## config.mk

```make
export PLATFORM = sky130hd
export DESIGN_NAME = scanline_irq_counter
export DESIGN_NICKNAME = d
export VERILOG_FILES = /design/src/rtl/scanline_irq_counter.sv
export SDC_FILE = /design/constraint.sdc
export NUM_CORES = 1
export LEC_CHECK = 0
export BUFFER_PORTS_ARGS = -buffer_cell sky130_fd_sc_hd__buf_4
export CORE_UTILIZATION = 50
export DETAILED_ROUTE_END_ITERATION = 8
export PLACE_DENSITY = 0.79
export SYNTH_ARGS = -nofsm -noshare
export SYNTH_HDL_FRONTEND = slang
export SYNTH_SLANG_ARGS = --single-unit
```

## constraint.sdc

```tcl
create_clock -name clk -period 4.5 [get_ports clk]
set_clock_uncertainty 0.2 [all_clocks]
set_input_delay 0.225 -clock clk [delete_from_list [all_inputs] [get_ports clk]]
set_output_delay 0.225 -clock clk [all_outputs]
set_load 0.02 [all_outputs]
```

## src/rtl/scanline_irq_counter.sv

```systemverilog
module scanline_irq_counter #(
  parameter int CNT_W     = 8,
  parameter int LINE_W    = 9,
  parameter int LAST_LINE = 239,
  parameter int ADDR_W    = 16,
  parameter logic [ADDR_W-1:0] DEC_MASK = 16'hE001,
  parameter logic [ADDR_W-1:0] A_COUNT  = 16'hC000,
  parameter logic [ADDR_W-1:0] A_LATCH  = 16'hC001,
  parameter logic [ADDR_W-1:0] A_OFF    = 16'hE000,
  parameter logic [ADDR_W-1:0] A_ON     = 16'hE001
) (
  input  logic              clk,
  input  logic              rst_n,
  input  logic              wr_en,
  input  logic [ADDR_W-1:0] wr_addr,
  input  logic [CNT_W-1:0]  wr_data,
  input  logic              line_tick,
  input  logic [LINE_W-1:0] line_num,
  input  logic              render_on,
  output logic              irq
);

  logic [CNT_W-1:0] cnt;
  logic [CNT_W-1:0] latch;
  logic             enable;

  wire [ADDR_W-1:0] dec      = wr_addr & DEC_MASK;
  wire              wr_cnt   = wr_en && (dec == A_COUNT);
  wire              wr_latch = wr_en && (dec == A_LATCH);
  wire              wr_off   = wr_en && (dec == A_OFF);
  wire              wr_on    = wr_en && (dec == A_ON);

  wire visible = line_num <= LINE_W'(LAST_LINE);
  wire step    = line_tick && enable && render_on && visible && !wr_cnt && !wr_off;
  wire hit     = step && (cnt == '0);

  always_ff @(posedge clk) begin
    if (!rst_n) begin
      cnt <= '0;
    end else if (wr_cnt) begin
      cnt <= wr_data;
    end else if (step) begin
      cnt <= hit ? latch : cnt - 1'b1;
    end
  end

  always_ff @(posedge clk) begin
    if (!rst_n)        latch <= '0;
    else if (wr_latch) latch <= wr_data;
  end

  always_ff @(posedge clk) begin
    if (!rst_n)      enable <= 1'b0;
    else if (wr_off) enable <= 1'b0;
    else if (wr_on)  enable <= 1'b1;
  end

  always_ff @(posedge clk) begin
    if (!rst_n)      irq <= 1'b0;
    else if (wr_off) irq <= 1'b0;
    else if (hit)    irq <= 1'b1;
  end

endmodule

```

==> reports/metrics.cfg <==
[timing]
setup-violations-final = 0
drv_slew = 0
finalHoldViolations = 0
finalCritPeriodShare_pct = 53.2
hold_ws_ns = 0.141
fin_tns_setup_ns = 0
tightest_slew_ns = 0.531
relSlewSlack_pct = 64.4
finalCriticalPeriod_ns = 2.40
rsz0062_at_grt = no
clock.fmax_mhz = 417

[critical_path]
regToRegStartpoint = cnt[0]
critPathKind = flop to flop
slowest_stage = or4b_1
critPathTopFamily = simple AND/OR/NAND/NOR gates
critPathArrivalTime_ns = 2.42
crit_chain = inv_1 > ha_1 > or4b_1 > or2_0 > a211o_1 > a31oi_1
cp-end-kind = flop
rr_endpoint = cnt[3]
regToRegSetupSlack_ns = 2.10
crit_buf_inv = 1
crit_fanout = 8
r2r_cells = 6
cp-start-kind = flop
max_stage_delay_ns = 0.62
cp.required_ns = 4.52

[placement]
gp_congestion = 0.792
place.detailed.hpwl_mm = 1.62
port_buffers = 22
placed_cells = 158

[flow_run]
drv_cap = 0

[hold_path]
hold_end = enable
worstHoldStart = wr_addr[15]
min_delay_path_depth = 4
hp-class = input port to flop

[clocking]
cts_buffer_depth = 2
post_cts_buffers = 0
cts_buffers = 3
clkTransAtPathRegs_ns = 0.10
ctsResizeCount = 0
clk_latency_ns = 0.30
cts-root-buf = clkbuf_4
clock_sink_count = 18
htree_num_levels = 1
cts_tree = yes

[global_routing]
grt_max_degree = 18
grt_usage_pct = 25.2
grt_overflow = 0
grt_pass1_vias = 828
grt_first_pass_wirelength_mm = 3.73
antenna_found_initial = 0

[cells_and_area]
insertedDiodeCount = 0
drive_gt1_share_pct = 19.7
syn2layout_area_growth_pct = 32.3
final_nets = 187
layout.cells.non_filler = 172
fill_cells = 155
post-route-util_pct = 72.4

[drt]
ant_nets = 0
drtPass1Iterations = 4
drt-wirelength-per-cell_um = 13.7
drc = 0
drt-vias-per-instance = 5.71
vias = 982
drt_iter0_drc = 36
wl_mm = 2.36

[power]
max-vdd-ir-drop_mv = 0.207
power_density_nw_per_um2 = 242
p_leak_nw = 0.474

[logic_synthesis]
synth_seq_cells = 18
yosys_warnings = 0
synth.avg_cell_area_um2 = 8.26
synth_top_cell_by_area = dfxtp_1
synth_nets = 156
synth-seq-area-share_pct = 37.3
syn_area_um2 = 966
synthDominantCellAreaShare_pct = 37.3
postSynthCellCount = 117
ys_types = 38
synth_area_leaders = dfxtp_1 (37%), mux2i_1 (9.3%), nand3_1 (5.2%)

[outcome]
outcome = complete, no violations

[floorplan]
ios = 39
start_util_pct = 54.8
die_w_um = 46.0
die_h_um = 46.0
die_area_um2 = 2110
num_rows = 15
core-area_um2 = 1760

[power breakdown]
group / leakage (nW) / total, mW / switching, mW / internal (mW)
registers: 0.145 / 0.163 / 0.00204 / 0.161
clock network: 0.0210 / 0.101 / 0.0519 / 0.0494
logic: 0.308 / 0.0444 / 0.0189 / 0.0256
[metrics by stage]
stage	setup WS [ns]	total power, mW	instance area [um2]
after floorplan	2.38	0.184	966
after global routing	2.02	0.320	1280
after global placement	2.19	0.203	1140
after CTS	2.13	0.310	1280
final	2.10	0.309	1280
after detailed placement	2.16	0.204	1140
[cells in the mapped netlist]
cell	n
a211o_1	1
a211oi_1	1
a21oi_1	1
a311oi_1	1
a31o_2	1
a31oi_1	7
and3_1	1
and4b_1	1
buf_1	1
buf_2	1
clkbuf_1	4
clkbuf_2	1
clkinv_1	1
dfxtp_1	18
ha_1	1
inv_1	2
mux2i_1	9
nand2_1	7
nand2b_1	1
nand3_1	10
nand4_1	3
nand4b_1	1
nor2_1	13
nor2b_1	1
nor3_1	6
nor3b_1	3
o2111ai_1	2
o211ai_1	2
o21a_1	2
o21ai_0	4
o21bai_1	2
o221a_1	1
o221ai_1	1
or2_0	1
or2_2	1
or3_1	2
or4b_1	1
xnor2_1	1
[sequential cells by signal, indices dropped and copies added, names as in the netlist]
signal,flops
enable,1
latch,8
irq,1
cnt,8
[cell type report]
cell class	count	area, um2	area share, %
timing repair buffer	33	273	21.4
sequential	18	360	28.2
clock buffer	4	36.3	2.84
tap	25	31.3	2.45
multi-input combinational	89	566	44.3
inverter	3	11.3	0.881
[cells in the final DEF (no fill, tap or decap), drive strengths merged, types with 2 or more instances in the layout]
cell / netlist / layout
nand2: 7 / 7
o21bai: 2 / 2
dlygate4sd3: 0 / 10
clkbuf: 5 / 4
nor3: 6 / 6
nor2: 13 / 13
buf: 2 / 23
o21a: 2 / 2
nand4: 3 / 3
o211ai: 2 / 2
o21ai: 4 / 4
inv: 2 / 2
or2: 2 / 2
nand3: 10 / 10
nor3b: 3 / 3
mux2i: 9 / 9
a31oi: 7 / 7
o2111ai: 2 / 2
dfxtp: 18 / 18
or3: 2 / 2
[per-layer routing]
layer,wire [um],global-route usage [%],up-vias
met5,0,0,-
met4,13,5.88,0
met3,133,8.73,2
met2,1200,38.6,29
met1,1020,33.8,454
li1,-,-,497
[worst register-to-register path: cells and delay by family, from the launching register on]
kind	cells	cell delay, ns
compound gates	2	0.45
fa+ha+maj	1	0.23
simple gates	2	1.00
buf+inv	1	0.07
flops	1	0.37
[worst max path at each step]
stage / endpoint / slack (ns) / depth (start not counted) / from
finish: cnt[3] / 2.10 / 6 / cnt[0]
global route: cnt[3] / 2.02 / 6 / cnt[0]
CTS: cnt[3] / 2.13 / 6 / cnt[0]
detailed placement: cnt[3] / 2.16 / 6 / cnt[0]
global placement: cnt[3] / 2.19 / 6 / cnt[0]
floorplan: cnt[3] / 2.38 / 8 / cnt[0]
[cells by family after synthesis]
| group | after synthesis | synth area share [%] |
|---|---|---|
| adders and majority gates | 1 | 1.30 |
| xor gates and xnor gates | 1 | 0.907 |
| AOI/OAI and AO/OA | 26 | 19.2 |
| muxes | 9 | 9.33 |
| and+or+nand+nor | 52 | 27.9 |
| buffers and inverters | 10 | 4.14 |
| DFF | 18 | 37.3 |
[what timing repair did]
item | in CTS | in global routing
setup endpoints to repair | 0 | 0
hold endpoints to repair | 13 | 0
hold buffers | 10 | 0
No activity file was read; power rests on OpenSTA's default activity.
